[config.mk]
export PLATFORM = sky130hd
export DESIGN_NAME = evt_count_unit
export DESIGN_NICKNAME = d
export VERILOG_FILES = /design/src/rtl/evt_pkg.sv /design/src/rtl/evt_select.sv /design/src/rtl/gen_counter.sv /design/src/rtl/cyc_counter.sv /design/src/rtl/evt_count_unit.sv
export SDC_FILE = /design/constraint.sdc
export NUM_CORES = 1
export LEC_CHECK = 0
export BUFFER_PORTS_ARGS = -buffer_cell sky130_fd_sc_hd__buf_4
export CAP_MARGIN = 20
export CORE_MARGIN = 8
export CORE_UTILIZATION = 25
export CTS_BUF_LIST = sky130_fd_sc_hd__clkbuf_4
export CTS_CLUSTER_SIZE = 24
export DETAILED_ROUTE_END_ITERATION = 8
export GPL_ROUTABILITY_DRIVEN = 0
export MAX_ROUTING_LAYER = met4
export PLACE_DENSITY = 0.43
export SYNTH_ARGS = -nofsm -noshare
export SYNTH_HDL_FRONTEND = slang
export SYNTH_SLANG_ARGS = --single-unit
[constraint.sdc]
create_clock -name clk -period 6.2 [get_ports clk]
set_input_delay 0.93 -clock clk [delete_from_list [all_inputs] [get_ports clk]]
set_output_delay 0.93 -clock clk [all_outputs]
set_load 0.05 [all_outputs]
[src/rtl/evt_pkg.sv]
package evt_pkg;
  localparam int WORD_W  = 32;
  localparam int CNT_W   = 24;
  localparam int ADDR_W  = 4;
  localparam int N_GEN   = 2;
  localparam int OVF_BIT = 16;

  localparam logic [3:0] SRC_THREAD = 4'd0;
  localparam logic [3:0] SRC_CORE   = 4'd1;
  localparam logic [3:0] SRC_CHAN   = 4'd2;
  localparam logic [3:0] SRC_CYCLE  = 4'd3;

  localparam logic [ADDR_W-1:0] A_CORE_SUB = 4'd2;
  localparam logic [ADDR_W-1:0] A_CHAN_SUB = 4'd4;
  localparam logic [ADDR_W-1:0] A_STATUS   = 4'd6;
  localparam int                CYC_BASE   = 8;
endpackage

[src/rtl/evt_select.sv]
module evt_select #(
  parameter int NTHR  = 4,
  parameter int N_SUB = 16
) (
  input  logic [3:0]       src_sel,
  input  logic [NTHR-1:0]  thr_mask,
  input  logic [3:0]       core_sub,
  input  logic [3:0]       chan_sub,
  input  logic [NTHR-1:0]  thr_evt,
  input  logic [N_SUB-1:0] core_evt,
  input  logic [N_SUB-1:0] chan_evt,
  output logic             hit
);
  import evt_pkg::*;

  always_comb begin
    case (src_sel)
      SRC_THREAD: hit = |(thr_evt & thr_mask);
      SRC_CORE:   hit = core_evt[core_sub];
      SRC_CHAN:   hit = chan_evt[chan_sub];
      SRC_CYCLE:  hit = 1'b1;
      default:    hit = 1'b0;
    endcase
  end
endmodule

[src/rtl/gen_counter.sv]
module gen_counter #(
  parameter bit LEGACY = 1'b0
) (
  input  logic        clk,
  input  logic        rst_n,
  input  logic        wr_en,
  input  logic [3:0]  wr_be,
  input  logic [31:0] wr_data,
  input  logic        hit,
  input  logic        ovf_clr,
  output logic [31:0] word,
  output logic        ovf
);
  import evt_pkg::*;

  logic [7:0]       ctrl;
  logic [CNT_W-1:0] cnt;
  logic             run, inc, wrap;

  assign run  = |ctrl;
  assign inc  = run && hit && !wr_en;
  assign wrap = !LEGACY && inc && (cnt == {CNT_W{1'b1}});
  assign word = {ctrl, cnt};

  always_ff @(posedge clk) begin
    if (!rst_n) begin
      ctrl <= '0;
      cnt  <= '0;
    end else if (wr_en) begin
      if (wr_be[3]) ctrl <= wr_data[31:24];
      if (LEGACY) cnt <= '0;
      else begin
        for (int b = 0; b < 3; b++)
          if (wr_be[b]) cnt[8*b +: 8] <= wr_data[8*b +: 8];
      end
    end else if (inc) begin
      cnt <= cnt + CNT_W'(1);
    end
  end

  always_ff @(posedge clk) begin
    if (!rst_n)       ovf <= 1'b0;
    else if (wrap)    ovf <= 1'b1;
    else if (ovf_clr) ovf <= 1'b0;
  end


  step_chk: assert property (@(posedge clk) disable iff (!rst_n)
    !wr_en |=> (cnt == $past(cnt) || cnt == $past(cnt) + CNT_W'(1)));

  stop_chk: assert property (@(posedge clk) disable iff (!rst_n)
    (!wr_en && word[31:24] == 8'h00) |=> $stable(cnt));

  wrap_chk: assert property (@(posedge clk) disable iff (!rst_n)
    (!LEGACY && !wr_en && hit && word[31:24] != 8'h00 && cnt == {CNT_W{1'b1}})
      |=> (ovf && cnt == '0));

  sticky_chk: assert property (@(posedge clk) disable iff (!rst_n)
    (ovf && !ovf_clr) |=> ovf);

  load_chk: assert property (@(posedge clk) disable iff (!rst_n)
    (!LEGACY && wr_en && wr_be[2:0] == 3'b111) |=> cnt == $past(wr_data[23:0]));

  legacy_clr_chk: assert property (@(posedge clk) disable iff (!rst_n)
    (LEGACY && wr_en) |=> cnt == '0);
endmodule

[src/rtl/cyc_counter.sv]
module cyc_counter #(
  parameter int W = 32
) (
  input  logic         clk,
  input  logic         rst_n,
  input  logic         active,
  input  logic         wr_en,
  output logic [W-1:0] q
);
  always_ff @(posedge clk) begin
    if (!rst_n)      q <= '0;
    else if (wr_en)  q <= '0;
    else if (active) q <= q + W'(1);
  end


  cyc_step_chk: assert property (@(posedge clk) disable iff (!rst_n)
    !wr_en |=> q == $past(q) + W'($past(active)));

  cyc_clr_chk: assert property (@(posedge clk) disable iff (!rst_n)
    wr_en |=> q == '0);
endmodule

[src/rtl/evt_count_unit.sv]
module evt_count_unit #(
  parameter int NTHR   = 4,
  parameter int N_SUB  = 16,
  parameter bit LEGACY = 1'b0
) (
  input  logic             clk,
  input  logic             rst_n,
  input  logic             reg_we,
  input  logic [3:0]       reg_addr,
  input  logic [3:0]       reg_be,
  input  logic [31:0]      reg_wdata,
  output logic [31:0]      reg_rdata,
  input  logic [NTHR-1:0]  thr_evt,
  input  logic [NTHR-1:0]  thr_active,
  input  logic [N_SUB-1:0] core_evt,
  input  logic [N_SUB-1:0] chan_evt,
  output logic [1:0]       ovf_irq
);
  import evt_pkg::*;

  logic [3:0]  core_sub [N_GEN];
  logic [3:0]  chan_sub [N_GEN];
  logic [31:0] ctr_word [N_GEN];
  logic [31:0] cyc_q    [NTHR];
  logic [N_GEN-1:0] ovf_flag;

  for (genvar i = 0; i < N_GEN; i++) begin : g_gen
    logic hit, wr_i, clr_i;
    assign wr_i  = reg_we && reg_addr == ADDR_W'(i);
    assign clr_i = reg_we && reg_addr == A_STATUS && reg_be[2] && reg_wdata[OVF_BIT+i];

    evt_select #(.NTHR(NTHR), .N_SUB(N_SUB)) u_sel (
      .src_sel (ctr_word[i][31:28]),
      .thr_mask(ctr_word[i][24 +: NTHR]),
      .core_sub(core_sub[i]),
      .chan_sub(chan_sub[i]),
      .thr_evt (thr_evt),
      .core_evt(core_evt),
      .chan_evt(chan_evt),
      .hit     (hit)
    );

    gen_counter #(.LEGACY(LEGACY)) u_ctr (
      .clk    (clk),
      .rst_n  (rst_n),
      .wr_en  (wr_i),
      .wr_be  (reg_be),
      .wr_data(reg_wdata),
      .hit    (hit),
      .ovf_clr(clr_i),
      .word   (ctr_word[i]),
      .ovf    (ovf_flag[i])
    );

    always_ff @(posedge clk) begin
      if (!rst_n) begin
        core_sub[i] <= '0;
        chan_sub[i] <= '0;
      end else if (reg_we && reg_be[0]) begin
        if (reg_addr == A_CORE_SUB + ADDR_W'(i)) core_sub[i] <= reg_wdata[3:0];
        if (reg_addr == A_CHAN_SUB + ADDR_W'(i)) chan_sub[i] <= reg_wdata[3:0];
      end
    end
  end

  for (genvar n = 0; n < NTHR; n++) begin : g_cyc
    cyc_counter #(.W(WORD_W)) u_cyc (
      .clk   (clk),
      .rst_n (rst_n),
      .active(thr_active[n]),
      .wr_en (reg_we && reg_addr == ADDR_W'(CYC_BASE + n)),
      .q     (cyc_q[n])
    );
  end

  assign ovf_irq = ovf_flag;

  always_comb begin
    reg_rdata = '0;
    for (int i = 0; i < N_GEN; i++) begin
      if (reg_addr == ADDR_W'(i))               reg_rdata = ctr_word[i];
      if (reg_addr == A_CORE_SUB + ADDR_W'(i))  reg_rdata = {28'd0, core_sub[i]};
      if (reg_addr == A_CHAN_SUB + ADDR_W'(i))  reg_rdata = {28'd0, chan_sub[i]};
    end
    if (reg_addr == A_STATUS) reg_rdata[OVF_BIT +: N_GEN] = ovf_flag;
    for (int n = 0; n < NTHR; n++)
      if (reg_addr == ADDR_W'(CYC_BASE + n)) reg_rdata = cyc_q[n];
  end


  irq_follow_chk: assert property (@(posedge clk) disable iff (!rst_n)
    $rose(ovf_irq[0]) |-> $past(ctr_word[0][23:0]) == 24'hFFFFFF);

  legacy_quiet_chk: assert property (@(posedge clk) disable iff (!rst_n)
    LEGACY |-> ovf_irq == 2'b00);
endmodule

# == Word-level counts from Yosys, hierarchy flattened ==
# Memories as Yosys holds them, arrays and structs flattened.
# Cells that the tools add are included.
# totals
reg_bits,194
ram_bits,16
output_inout_bits,34
wordCells,152
memories,2
# classes
addsub,6
n_lt_le_gt_ge,4
eq_ne,24
mux,53
n_bitwise,7
n_reduce_logical,42
# memory_table
name,words,width,rd,rd_clocked_by_memory_dff,wr,line,text
chan_sub,2,4,2,0,2,evt_count_unit.sv:22,logic [3:0] chan_sub [N_GEN];
core_sub,2,4,2,0,2,evt_count_unit.sv:21,logic [3:0] core_sub [N_GEN];
# op_table
op,n
32-bit two-way mux,10
"32-bit by 1-bit adder with 32-bit output, second input constant",4
24-bit two-way mux,4
"24-bit by 1-bit adder with 24-bit output, second input constant",2
"24-bit equality test, second input constant",2
1-bit two-way mux,25
"4-bit by 2-bit equality test with 1-bit output, second input constant",6
8-bit two-way mux,3
"4-bit by 5-bit less-than comparator with 1-bit output, second input constant",4
1-bit logical AND,17
1-bit binary-select mux with 4-bit select,4
"4-bit equality test, second input constant",4
4-bit two-way mux,4
2-bit AND reduction,8
8-bit OR reduction,2
"4-bit by 1-bit equality test with 1-bit output, second input constant",3
"4-bit by 3-bit equality test with 1-bit output, second input constant",3
4-bit logical NOT,3
"2-bit != test, second input constant",6
4-bit bitwise AND,2
1-bit one-hot mux with 4 select lines,2
2-bit nonzero test,4
2-bit OR reduction,4
4-bit OR reduction,2
4 further kinds,8

# == Logic depth before layout (Yosys ltp) ==
# logic_depth
depth_word,12
depth_mapped,10
depth_no_buf,8

# == Hierarchy ==
# From an unflattened synthesis, not the netlist that was laid out.
# unflattened
cells_unflattened,1580
hier_area_um2,13102.6
# by_module_without_submodules
mod,instances,cells_per_inst,area_per_inst_um2
cyc_counter,4,178,1552.7
gen_counter,2,249,1889.3
evt_count_unit,1,304,2412.3
evt_select,2,33,350.3

# == Worst setup path before layout ==
# No wires, ideal clock.
# synth_path
path_type,input to output
from,in reg_addr[1]
to,out reg_rdata[11]
arrival_time_ps,3160
required_ps,5270
slack_ps,2110
path_stages,6
path_buffers,3
cell_sequence,buf_2 -> nor4_1 -> clkbuf_1 -> clkbuf_1 -> a222oi_1 -> a21oi_1
# synth_via
elab_chain_len,11
elab_cells_between_ends,20
# synth_lines
element,line,text
start: declaration,evt_count_unit.sv:9,"input logic [3:0] reg_addr,"
4-bit logical NOT,evt_count_unit.sv:81,if (reg_addr == ADDR_W'(i)) reg_rdata = ctr_word[i];
32-bit two-way mux,evt_count_unit.sv:81,
32-bit two-way mux,evt_count_unit.sv:82,"if (reg_addr == A_CORE_SUB + ADDR_W'(i)) reg_rdata = {28'd0, core_sub[i]};"
32-bit two-way mux,evt_count_unit.sv:83,"if (reg_addr == A_CHAN_SUB + ADDR_W'(i)) reg_rdata = {28'd0, chan_sub[i]};"
32-bit two-way mux,evt_count_unit.sv:81,
32-bit two-way mux,evt_count_unit.sv:82,
32-bit two-way mux,evt_count_unit.sv:83,
32-bit two-way mux (3 in series),evt_count_unit.sv:87,if (reg_addr == ADDR_W'(CYC_BASE + n)) reg_rdata = cyc_q[n];
32-bit two-way mux *,evt_count_unit.sv:87,
end: declaration,evt_count_unit.sv:12,"output logic [31:0] reg_rdata,"
# Mark *: on every way between the ends. The rest lies on a longest branch, timed or not.

# == Final worst setup path ==
# layout_path
from,in reg_addr[0]
to,out reg_rdata[17]
# layout_via
elab_chain_len,12
elab_cells_between_ends,22
# layout_lines
element,line,text
4-bit logical NOT,evt_count_unit.sv:81,
32-bit two-way mux,evt_count_unit.sv:81,
32-bit two-way mux,evt_count_unit.sv:82,
32-bit two-way mux,evt_count_unit.sv:83,
32-bit two-way mux,evt_count_unit.sv:81,
32-bit two-way mux,evt_count_unit.sv:82,
32-bit two-way mux,evt_count_unit.sv:83,
2-bit two-way mux,evt_count_unit.sv:85,if (reg_addr == A_STATUS) reg_rdata[OVF_BIT +: N_GEN] = ovf_flag;
32-bit two-way mux (3 in series),evt_count_unit.sv:87,
32-bit two-way mux *,evt_count_unit.sv:87,
# Marks and branches as above.

==> metrics <==
maximum clock insertion buffer count=3; count of final setup violators=0; global routing usage on met1=20.9%; skew final=0.0599 ns; routed via count=12000; Sink Count=210; global routing's busiest layer=met2; IR Drop Worst-Case VDD=108 uV; CP max FO=32; R2R Setup Slk=3.04 ns; maximum number of pins on one net before global-route repair=48; nature of the critical path startpoint=input port; fin worst setup slack=1.61 ns; vias in the first global route=11600; list of cells traversed by the critical path=buf_4 > nand2b_1 > nor3_2 > buf_4 > a22oi_1 > a31oi_1 > a21oi_1 > a21oi_1 > a21o_1 > buf_4; library cells used by synthesis=80; Synth Net Count=1583; Most used DFF post-synth=dfxtp_1; Setup TNS=0 ns; status=completed; Worst Hold Class=in -> reg; type of the setup path with the least slack=in -> out; Clk pin slew, worst setup/hold paths=0.07 ns; cts hold-fix bufs=0; iteration count of the initial detailed-routing pass=6; Placement Cell Area=0.0134 mm2; Least-Margin Pin Slew=0.911 ns; standard-cell row count=80; Warnings, synthesis=0; Std-Cell Core Area=0.0475 mm2; Final #Nets=1693; Detailed Place HPWL=36.6 mm; part of the cycle the worst path needs=74.1%; unrepaired setup endpoints after global routing=false; count of buffers added by post-CTS timing repair for setup=0; total design power=3.06 mW; global routing met3 resource utilization=2.73%; number of buffers created by CTS=61; sequential area share after synthesis=36.4%; count of flip-flops with a built-in enable after synthesis=16; Initial Util=25.2%; height of the chip=235 um; average instance area after synthesis=8.02 um2; hold depth=3; post-layout min period=4.59 ns; number of instances in the placed design=2154; FF+latch count, synth=210; Clk Latency, worst-skew pair=0.75 ns; maximum clock frequency=218 MHz; post-synthesis instance total=1494; worst reg2reg path endpoint=g_gen[1].u_ctr.cnt[10]; hold_ws=0.447 ns; worst reg2reg startpoint=core_sub[1][0]; worst path required time=5.27 ns; TritonCTS clock tree=done; die area=0.0552 mm2; overflow left after global routing=0; Finished Layout Cells=2273; static leakage=5.10 nW; largest incremental delay on the critical path=0.69 ns; share of the core filled with cells in the final layout=29.9%; proportion of layout cells with a drive suffix above 1=16.1%; post-detailed-route DRC marker count=0; final instance area=0.0142 mm2; Routed Wire Length=48.1 mm; Worst Hold Path EP=g_gen[1].u_ctr.ctrl[3]; Worst setup EP type=primary output; area growth from synthesis to layout=18.8%; IO Port Bufs=116; maximum level of the CTS H-tree=2; number of vias per cell after detailed routing=5.26; CP max-delay cell=nor3_2; MaxCap Viol Count=0; startpoint of the most critical hold path=reg_wdata[27]; Max Transition Viols Final=0; GR Util met2=28.7%; wire length of the first global-routing pass=73.2 mm; drt first-iter violations=1029; worst setup timing slack at the placement stage=1.66 ns; Final Hold Violating Endpoints=0; post-cts sizing count=0; Routed wire per std cell=21.2 um; arrival time of data at the critical path endpoint=3.66 ns; all-layer global routing usage=17.3%; number of cells traversed by the worst register-to-register path=7; antenna violations before repair=3; chip width=235 um; number of placed I/O pins=117; netlist area before placement=0.0120 mm2; CP dominant cell by count=buf_4; share of flip-flops with an asynchronous set or reset=0%; worst relative slew slack=39.3%; buffer cell driving the clock tree root=clkbuf_4; total power density per cell area=215 mW/mm2; antenna violation net count after detailed routing=0
-- how the worst max path moves through the flow --
stage,from,to,slack (ns),cells past startpoint
final,reg_addr[0],reg_rdata[17],1.61,10
after global routing,reg_addr[0],reg_rdata[16],1.47,10
after floorplan,reg_addr[1],reg_rdata[11],2.11,6
after detailed placement,reg_addr[0],reg_rdata[17],1.66,9
after CTS,reg_addr[0],reg_rdata[17],1.65,9
after global placement,reg_addr[0],reg_rdata[16],1.71,9
-- metal layers --
layer	routed length (um)	vias up
met5	0	-
li1	-	5753
met4	1740	0
met2	23200	377
met3	2400	93
met1	20800	5739
-- registers in the layout, indices dropped and copies added (netlist names) --
register	cells
chan_sub	8
g_gen.u_ctr.ctrl	16
g_gen.u_ctr.ovf	2
core_sub	8
g_cyc.u_cyc.q	128
g_gen.u_ctr.cnt	48
-- final cells by class --
class                      instances  area (um2)
fill                            5062       33300
multi-input combinational       1175        7180
sequential                       210        4360
timing repair buffer             132         996
tap                              615         769
clock buffer                      94         706
clock inverter                    21         115
inverter                          24        90.1
antenna                            2        5.00
-- where the power goes --
part	switching, mW	internal [mW]	leakage [nW]
Sequential	0.0342	1.38	1.72
Clock	0.645	0.731	0.481
Combinational	0.164	0.0995	2.90
-- logic make-up (layout without fill, tap and decap cells) --
logic type	Yosys count	after routing	share of synthesized area, %
mux	37	37	4.22
compound gates	329	329	18.5
buf+inv	109	271	3.86
flops	210	210	36.4
other cells	0	2	0
fa+ha+maj	6	6	0.627
xor+xnor	104	104	7.60
simple gates	699	699	28.8
-- Yosys cell counts, drive strengths merged, types with 18 or more instances --
cell type | instances | share of area, %
a21oi | 77 | 3.2
a22oi | 54 | 3.4
a31oi | 19 | 0.99
and2 | 29 | 1.5
and3 | 34 | 1.8
and4 | 18 | 1.3
buf | 23 | 1.2
clkbuf | 62 | 1.9
dfxtp | 194 | 32
inv | 24 | 0.75
mux2i | 25 | 2.1
nand2 | 162 | 5.1
nand3 | 108 | 4.5
nand4 | 52 | 2.7
nor2 | 190 | 6.0
nor3 | 26 | 1.1
o21ai | 73 | 3.0
or3 | 26 | 1.4
xnor2 | 35 | 2.6
xor2 | 69 | 5.0
-- critical path, delay by kind of cell --
family          cells  cell delay, ns
simple gates        2            0.91
compound gates      5            0.91
buf+inv             3            0.89
-- cells in the final DEF (no fill, tap or decap), drive strengths merged, types with 19 or more instances in the layout --
cell | netlist | layout
nand2 | 162 | 162
nor2 | 190 | 190
nand4 | 52 | 52
a31oi | 19 | 19
nor3 | 26 | 26
buf | 23 | 131
or3 | 26 | 26
mux2i | 25 | 25
and3 | 34 | 34
dfxtp | 194 | 194
xnor2 | 35 | 35
xor2 | 69 | 69
and2 | 29 | 29
a21oi | 77 | 77
a22oi | 54 | 54
clkinv | 0 | 19
nand3 | 108 | 108
clkbuf | 62 | 95
inv | 24 | 24
o21ai | 73 | 73
No activity file was read; power rests on OpenSTA's default activity.
